[config.mk]
export PLATFORM = sky130hd
export DESIGN_NAME = dual_scan_port
export DESIGN_NICKNAME = d
export VERILOG_FILES = /design/src/rtl/dual_scan_pkg.sv /design/src/rtl/dual_scan_ctrl.sv /design/src/rtl/dual_scan_dp.sv /design/src/rtl/dual_scan_port.sv
export SDC_FILE = /design/constraint.sdc
export NUM_CORES = 1
export LEC_CHECK = 0
export BUFFER_PORTS_ARGS = -buffer_cell sky130_fd_sc_hd__buf_2
export CORE_MARGIN = 2
export CORE_UTILIZATION = 30
export CTS_BUF_LIST = sky130_fd_sc_hd__clkbuf_8
export CTS_CLUSTER_SIZE = 12
export DETAILED_ROUTE_END_ITERATION = 8
export PLACE_DENSITY = 0.46
export SYNTH_ARGS = -nofsm -noshare
export SYNTH_HDL_FRONTEND = slang
export SYNTH_SLANG_ARGS = --single-unit
[constraint.sdc]
create_clock -name tck -period 1.65 [get_ports tck]
set_input_delay 0.33 -clock tck [delete_from_list [all_inputs] [get_ports tck]]
set_output_delay 0.33 -clock tck [all_outputs]
set_load 0.03 [all_outputs]
[src/rtl/dual_scan_pkg.sv]
package dual_scan_pkg;

  typedef enum logic [3:0] {
    ST_TLR, ST_RTI,
    ST_SELDR, ST_CAPDR, ST_SHDR, ST_EX1DR, ST_PSDR, ST_EX2DR, ST_UPDR,
    ST_SELIR, ST_CAPIR, ST_SHIR, ST_EX1IR, ST_PSIR, ST_EX2IR, ST_UPIR
  } tapState_e;

  localparam int IR_W = 2;
  localparam logic [IR_W-1:0] OP_EXTEST  = 2'b00;
  localparam logic [IR_W-1:0] OP_SAMPLE  = 2'b01;
  localparam logic [IR_W-1:0] OP_BYPASS  = 2'b11;
  localparam logic [IR_W-1:0] IR_CAPTURE = 2'b01;

  typedef struct packed {
    logic capDr;
    logic shDr;
    logic upDr;
    logic capIr;
    logic shIr;
    logic upIr;
    logic irReset;
    logic inTlr;
    logic progShift;
    logic progExec;
  } scanCtl_t;

endpackage

[src/rtl/dual_scan_ctrl.sv]
module dual_scan_ctrl
  import dual_scan_pkg::*;
(
  input  logic     tck,
  input  logic     trstN,
  input  logic     modeEn,
  input  logic     tms,
  input  logic     tdi,
  output scanCtl_t ctl
);

  tapState_e state, nxt;

  always_comb begin
    nxt = state;
    unique case (state)
      ST_TLR:   nxt = tms ? ST_TLR   : ST_RTI;
      ST_RTI:   nxt = tms ? ST_SELDR : ST_RTI;
      ST_SELDR: nxt = tms ? ST_SELIR : ST_CAPDR;
      ST_CAPDR: nxt = tms ? ST_EX1DR : ST_SHDR;
      ST_SHDR:  nxt = tms ? ST_EX1DR : ST_SHDR;
      ST_EX1DR: nxt = tms ? ST_UPDR  : ST_PSDR;
      ST_PSDR:  nxt = tms ? ST_EX2DR : ST_PSDR;
      ST_EX2DR: nxt = tms ? ST_UPDR  : ST_SHDR;
      ST_UPDR:  nxt = tms ? ST_SELDR : ST_RTI;
      ST_SELIR: nxt = tms ? ST_TLR   : ST_CAPIR;
      ST_CAPIR: nxt = tms ? ST_EX1IR : ST_SHIR;
      ST_SHIR:  nxt = tms ? ST_EX1IR : ST_SHIR;
      ST_EX1IR: nxt = tms ? ST_UPIR  : ST_PSIR;
      ST_PSIR:  nxt = tms ? ST_EX2IR : ST_PSIR;
      ST_EX2IR: nxt = tms ? ST_UPIR  : ST_SHIR;
      ST_UPIR:  nxt = tms ? ST_SELDR : ST_RTI;
      default:  nxt = ST_TLR;
    endcase
  end

  // Programming mode parks the TAP in Test-Logic-Reset.
  always_ff @(posedge tck or negedge trstN) begin
    if (!trstN)       state <= ST_TLR;
    else if (!modeEn) state <= ST_TLR;
    else              state <= nxt;
  end

  always_comb begin
    ctl.capDr     = modeEn && (state == ST_CAPDR);
    ctl.shDr      = modeEn && (state == ST_SHDR);
    ctl.upDr      = modeEn && (state == ST_UPDR);
    ctl.capIr     = modeEn && (state == ST_CAPIR);
    ctl.shIr      = modeEn && (state == ST_SHIR);
    ctl.upIr      = modeEn && (state == ST_UPIR);
    ctl.irReset   = !modeEn || (nxt == ST_TLR);
    ctl.inTlr     = (state == ST_TLR);
    ctl.progShift = !modeEn && !tms;
    ctl.progExec  = !modeEn && tms && tdi;
  end

  AST_TLR_STICKY: assert property (@(posedge tck) disable iff (!trstN)
    (modeEn && state == ST_TLR && tms) |=> (state == ST_TLR));
  AST_PROG_PARKS_TAP: assert property (@(posedge tck) disable iff (!trstN)
    !modeEn |=> (state == ST_TLR));
  AST_ONE_STROBE: assert property (@(posedge tck) disable iff (!trstN)
    $onehot0({ctl.capDr, ctl.shDr, ctl.upDr, ctl.capIr, ctl.shIr, ctl.upIr,
              ctl.progShift, ctl.progExec}));

endmodule

[src/rtl/dual_scan_dp.sv]
module dual_scan_dp
  import dual_scan_pkg::*;
#(
  parameter int NBIDIR = 4,
  parameter int NIN    = 2,
  parameter int PW     = 8
) (
  input  logic              tck,
  input  logic              trstN,
  input  logic              modeEn,
  input  logic              tdi,
  input  scanCtl_t          ctl,
  input  logic [NBIDIR-1:0] padIn,
  input  logic [NBIDIR-1:0] coreOut,
  input  logic [NBIDIR-1:0] coreOe,
  input  logic [NIN-1:0]    inPin,
  output logic [NBIDIR-1:0] padOut,
  output logic [NBIDIR-1:0] padOe,
  output logic              tdo,
  output logic              tdoEn,
  output logic [PW-1:0]     progWord,
  output logic              progStrobe
);

  localparam int BSR_W  = 3 * NBIDIR + NIN;
  localparam int IN_BASE = 3 * NBIDIR;

  logic [IR_W-1:0]  irShift, irReg;
  logic             bypReg;
  logic [BSR_W-1:0] bsrShift, bsrUpd, capVec;
  logic             tdoReg, tdoEnReg;
  logic [PW-1:0]    progShiftReg, progWordReg;
  logic             progStrobeReg;
  logic             selBsr, extestOn;

  assign selBsr   = (irReg == OP_EXTEST) || (irReg == OP_SAMPLE);
  assign extestOn = (irReg == OP_EXTEST);

  // Three cells per bidirectional pad, one per input pad.
  for (genvar i = 0; i < NBIDIR; i++) begin : g_bidir
    assign capVec[3*i]     = padIn[i];
    assign capVec[3*i+1]   = coreOut[i];
    assign capVec[3*i+2]   = coreOe[i];
    assign padOut[i] = extestOn ? bsrUpd[3*i+1] : coreOut[i];
    assign padOe[i]  = modeEn && (extestOn ? bsrUpd[3*i+2] : coreOe[i]);
  end
  for (genvar j = 0; j < NIN; j++) begin : g_input
    assign capVec[IN_BASE+j] = inPin[j];
  end

  always_ff @(posedge tck or negedge trstN) begin
    if (!trstN) begin
      irShift <= IR_CAPTURE;
      irReg   <= OP_BYPASS;
    end else begin
      if (ctl.capIr)     irShift <= IR_CAPTURE;
      else if (ctl.shIr) irShift <= {tdi, irShift[IR_W-1:1]};
      if (ctl.irReset)   irReg <= OP_BYPASS;
      else if (ctl.upIr) irReg <= irShift;
    end
  end

  always_ff @(posedge tck or negedge trstN) begin
    if (!trstN) begin
      bypReg   <= 1'b0;
      bsrShift <= '0;
      bsrUpd   <= '0;
    end else begin
      if (ctl.capDr && !selBsr)     bypReg <= 1'b0;
      else if (ctl.shDr && !selBsr) bypReg <= tdi;
      if (ctl.capDr && selBsr)      bsrShift <= capVec;
      else if (ctl.shDr && selBsr)  bsrShift <= {tdi, bsrShift[BSR_W-1:1]};
      if (ctl.upDr && selBsr)       bsrUpd <= bsrShift;
    end
  end

  // Test data out moves on the falling edge only.
  always_ff @(negedge tck or negedge trstN) begin
    if (!trstN) begin
      tdoReg   <= 1'b0;
      tdoEnReg <= 1'b0;
    end else begin
      if (ctl.shIr)      tdoReg <= irShift[0];
      else if (ctl.shDr) tdoReg <= selBsr ? bsrShift[0] : bypReg;
      tdoEnReg <= ctl.shIr || ctl.shDr;
    end
  end

  always_ff @(posedge tck or negedge trstN) begin
    if (!trstN) begin
      progShiftReg  <= '0;
      progWordReg   <= '0;
      progStrobeReg <= 1'b0;
    end else begin
      if (ctl.progShift) progShiftReg <= {tdi, progShiftReg[PW-1:1]};
      if (ctl.progExec)  progWordReg  <= progShiftReg;
      progStrobeReg <= ctl.progExec;
    end
  end

  assign tdo        = modeEn ? tdoReg : progShiftReg[0];
  assign tdoEn      = modeEn ? tdoEnReg : 1'b1;
  assign progWord   = progWordReg;
  assign progStrobe = progStrobeReg;

  AST_IR_IN_TLR: assert property (@(posedge tck) disable iff (!trstN)
    ctl.inTlr |-> (irReg == OP_BYPASS));
  AST_BYPASS_ZERO: assert property (@(posedge tck) disable iff (!trstN)
    (ctl.capDr && !selBsr) |=> !bypReg);
  AST_HOLD_KEEPS: assert property (@(posedge tck) disable iff (!trstN)
    !ctl.progShift |=> $stable(progShiftReg));
  AST_STROBE_CAUSE: assert property (@(posedge tck) disable iff (!trstN)
    progStrobeReg |-> $past(ctl.progExec));

endmodule

[src/rtl/dual_scan_port.sv]
module dual_scan_port
  import dual_scan_pkg::*;
#(
  parameter int NBIDIR = 4,
  parameter int NIN    = 2,
  parameter int PW     = 8
) (
  input  logic              tck,
  input  logic              trstN,
  input  logic              modeEn,
  input  logic              tms,
  input  logic              tdi,
  output logic              tdo,
  output logic              tdoEn,
  input  logic [NBIDIR-1:0] padIn,
  input  logic [NBIDIR-1:0] coreOut,
  input  logic [NBIDIR-1:0] coreOe,
  input  logic [NIN-1:0]    inPin,
  output logic [NBIDIR-1:0] padOut,
  output logic [NBIDIR-1:0] padOe,
  output logic [PW-1:0]     progWord,
  output logic              progStrobe
);

  scanCtl_t ctl;

  dual_scan_ctrl u_ctrl (
    .tck    (tck),
    .trstN  (trstN),
    .modeEn (modeEn),
    .tms    (tms),
    .tdi    (tdi),
    .ctl    (ctl)
  );

  dual_scan_dp #(.NBIDIR(NBIDIR), .NIN(NIN), .PW(PW)) u_dp (
    .tck        (tck),
    .trstN      (trstN),
    .modeEn     (modeEn),
    .tdi        (tdi),
    .ctl        (ctl),
    .padIn      (padIn),
    .coreOut    (coreOut),
    .coreOe     (coreOe),
    .inPin      (inPin),
    .padOut     (padOut),
    .padOe      (padOe),
    .tdo        (tdo),
    .tdoEn      (tdoEn),
    .progWord   (progWord),
    .progStrobe (progStrobe)
  );

  AST_PROG_TDO_ON: assert property (@(posedge tck) disable iff (!trstN)
    !modeEn |-> tdoEn);

endmodule

# Word-level counts from Yosys, hierarchy flattened
# Index checks and enable logic that the tools add are counted.
[word_totals]
regBits = 54
in_bits = 19
out_inout_bits = 19
word_cells = 97
[classes]
eq_ne = 16
muxes = 35
n_reduce_logical = 35
[op_table]
columns = ["cell", "count"]
rows = [
  ["4-bit case mux with 12 select lines", 1],
  ["4-bit equality test, second input constant", 8],
  ["14-bit 2-to-1 mux", 2],
  ["4-bit 2-to-1 mux", 5],
  ["1-bit logical AND", 18],
  ["1-bit 2-to-1 mux", 18],
  ["4-bit by 3-bit equality test with 1-bit output, second input constant", 4],
  ["2-bit 2-to-1 mux", 7],
  ["2-bit nonzero test", 5],
  ["4-bit by 2-bit equality test with 1-bit output, second input constant", 2],
  ["4-bit logical NOT", 2],
  ["3-bit 2-to-1 mux", 2],
  ["4-bit by 1-bit equality test with 1-bit output, second input constant", 1],
  ["2-bit OR reduction", 2],
  ["1-bit logical NOT", 3],
  ["1-bit logical OR", 3],
  ["3-bit OR reduction", 1],
  ["2-bit by 1-bit equality test with 1-bit output, second input constant", 1],
  ["2-bit logical NOT", 1],
]

# Longest topological paths before layout
[logic_depth]
word_depth = 6
mapped_depth = 7
depth_no_buf = 4

# Modules after synthesis
# A second synthesis with hierarchy kept.
[unflattened]
cells_unflattened = 219
hier_area_um2 = 2477.4
[by_module_without_submodules]
columns = ["mod", "instances", "cells_per_inst", "area_per_inst_um2", "seq_area_each_um2"]
rows = [
  ["dual_scan_dp", 1, 162, 2030.7, 1154.9],
  ["dual_scan_ctrl", 1, 57, 446.7, 100.1],
]

==> impl_metrics.toml <==
[outcome]
status = "complete, but fails checks"
violations = "negative setup slack"

[placed_design]
place_area_mm2 = 0.00289
portBuffers = 37
dp_cells = 367
dp_hpwl_um = 3740
routabilityCongestion = 0.758

[floorplanning]
coreArea_mm2 = 0.00773
die_area_mm2 = 0.00870
die_h_um = 93.3
initial_core_util_pct = 31.0
die_width_um = 93.3
ios = 38
rows = 32

[yosys]
synth_top_area_cell = "dfrtp_1"
postSynthCellCount = 219
synth_fa_ha_area_share_pct = 0
ys.flop_type = "dfrtp_1"
ys_warn_count = 0
synth_nets = 238
ys_seq_area_share_pct = 52.5
muxShareOfSynthArea_pct = 16.4
synth_top_family_by_area = "multiplexers"
synth-compound-area-share_pct = 15.4
synth.top_cell.area_share_pct = 47.1
synth_xor_area_share_pct = 0
syn_area_per_cell_um2 = 10.9
synthArstFlopShare_pct = 100
synth.ff_latch_count = 50
synth-simple-area-share_pct = 11.0
synth-edff-count = 0
netlist_area_mm2 = 0.00239
yosysUniqueCellTypes = 36
synth_area_leaders = "dfrtp_1, mux2_2, o22ai_1, nand2_1, dfstp_2"

[critical_path]
crit_path_end_kind = "register"
path_common_cell = "mux2_2"
cp_slowest_cell = "dfstp_2"
rr_startpoint = "u_dp.irReg[1]"
crit_buf_inv = 0
rrSetupSlack_ns = -0.69
required_ns = 0.98
slowest_delay_ns = 0.55
crit_arrival_ns = 1.66
critPathLaunchType = "register"
cp_max_fo = 2
cp_top_family = "multiplexers"
rr_worst_depth = 3
critPathKind = "reg -> reg"
r2r_end = "u_dp.tdoReg"
cp_cell_sequence = "mux2_4 > mux2_2 > mux2_2"

[finish]
area_delta_synth_final_pct = 42.6
final_common_cell = "dfrtp_1"
diodes = 0
final_cell_mix = "dfrtp_1, buf_2, mux2_2"
stdcell_count = 392
final_area_mm2 = 0.00341
drive_above_1_share_pct = 56.2
finalNetCount = 308

[timing]
slew_headroom_pct = 62.5
tightest_slew_ns = 0.562
fin_ws_ns = -0.687
setup_violations = 35
hold_viol_final = 0
finalMaxSlewViolations = 0
rsz0062_at_grt = "yes"
finClkSkew_ns = 0.0120

[grt]
grt-ovfl-total = 0
grt_max_degree = 45
antenna_found_initial = 0
grt_usage_pct = 13.5
grt_pass1_wl_um = 9240
grt_pass1_vias = 1849

[clocking]
clkTransAtPathRegs_ns = 0.10
cts-buffers-inserted = 5
cts_tree = "yes"
clkLatencyLatePin_ns = 0.31
htreeDepth = 2
cts_sinks = 50
cts-root-buf = "clkbuf_8"
cts_buffer_depth = 2

[min_path]
hp-class = "in -> reg"
min_from = "padIn[2]"
min_path_cells = 3
min_to = "u_dp.bsrShift[6]"

[pwr]
power.leakage_nw = 1.54
power_frac_comb_pct = 24.8
p_switching_w = 0.00102
clkPwrFrac_pct = 30.5
ir_drop_v = 0.000554
internal_power_w = 0.00248
cellPowerDensity_mw_per_mm2 = 1030
p_sw_share_pct = 29.1
pwr-share-seq_pct = 44.7

[drt]
initialDrtViolationCount = 63
final_antenna_net_count = 0
vias = 1905
via_per_inst = 4.86
firstDrtPassIters = 4
avgRoutedWirePerCell_um = 15.4
drcViolationCount = 0
wl_um = 6030

[flow_run]
maxCapViolCount = 0
-- power by group through the flow --
stage               Combinational (W)  Sequential (W)  Clock (W)
finish                       0.000868         0.00156    0.00107
global route                 0.000936         0.00159    0.00115
CTS                          0.000834         0.00156    0.00110
detailed placement           0.000803         0.00158          0
global placement             0.000792         0.00158          0
floorplan                    0.000388         0.00174          0
-- stage by stage --
stage | power (W) | hold WS, ns | util, % | TNS (ns) | worst slack (ns)
after floorplan | 0.00213 | 0.0344 | - | -0.974 | -0.763
after global placement | 0.00237 | 0.180 | 37.3 | -3.71 | -0.657
after detailed placement | 0.00239 | 0.185 | 37.3 | -3.74 | -0.664
after CTS | 0.00350 | 0.298 | 40.1 | -5.60 | -0.694
after global routing | 0.00368 | 0.318 | 44.1 | -10.82 | -0.709
final | 0.00350 | 0.306 | 44.1 | -8.82 | -0.687
-- cells in the mapped netlist, types with 2 or more instances --
cell type and number:
nand2_1 24, nand3_1 4, dfstp_2 3, o21a_1 2, nand2b_1 6, a211oi_1 2
nand4b_1 2, dfrtn_1 2, a31oi_1 3, nor2b_1 2, o21ai_0 10, clkbuf_1 8
o21ai_2 6, o21ai_1 8, nor2_1 8, buf_6 3, mux2i_1 2, inv_1 5
mux2_2 33, dfrtp_1 45, a21oi_1 7, buf_2 4, o22ai_1 16, nand3b_1 2
-- registers in the layout, indices dropped and copies added (netlist names) --
register and cells:
u_dp.bsrShift 14, u_dp.bsrUpd 8, u_dp.progWord 8, u_dp.progShiftReg 8, u_ctrl.state 4, u_dp.progStrobe 1, u_dp.bypReg 1, u_dp.tdoEnReg 1
u_dp.irReg 2, u_dp.irShift 2, u_dp.tdoReg 1
-- how the worst max path moves through the flow --
stage | start | end | slack [ns] | depth (start not counted)
final | u_dp.irReg[1] | u_dp.tdoReg | -0.69 | 3
after global routing | u_dp.irReg[1] | u_dp.tdoReg | -0.71 | 3
after CTS | u_dp.irReg[1] | u_dp.tdoReg | -0.69 | 3
after floorplan | u_dp.irReg[1] | u_dp.tdoReg | -0.76 | 4
after global placement | u_dp.irReg[1] | u_dp.tdoReg | -0.66 | 3
after detailed placement | u_dp.irReg[1] | u_dp.tdoReg | -0.66 | 3
-- cells by family after synthesis --
family                 after synthesis
buffers and inverters               22
and+or+nand+nor                     53
muxes                               35
AOI/OAI and AO/OA                   59
DFF                                 50
-- layout make-up --
cell class                      count  area (um2)
Clock buffer                        6        82.6
Fill cell                         747        4320
Tap cell                          102         128
Inverter                            6        22.5
Timing Repair Buffer               79         658
Multi-Input combinational cell    147        1200
Sequential cell                    50        1260
Clock inverter                      2        60.1
-- per-layer routing --
layer	vias up	part of all wire [%]	track usage (%)
met5	-	0	0
met4	0	1.0	4.41
met3	5	2.5	2.82
met2	27	45	19.9
met1	953	51	19.8
li1	920	-	-
-- tightest hold or removal path: cells and delay by family --
family	cells	cell delay, ns
AO/OA/AOI/OAI	2	0.18
buffers and inverters	1	0.07
-- timing repair --
| item | in CTS | in global routing |
|---|---|---|
| pin swaps | 2 | 17 |
| setup buffers | 2 | 12 |
| endpoints found under the setup margin | 26 | 34 |
| resized for setup | 15 | 38 |
| hold buffers | 1 | 0 |
| endpoints found under the hold margin | 4 | 0 |
| gates cloned | 0 | 3 |
Power figures use the tool's default switching activity.
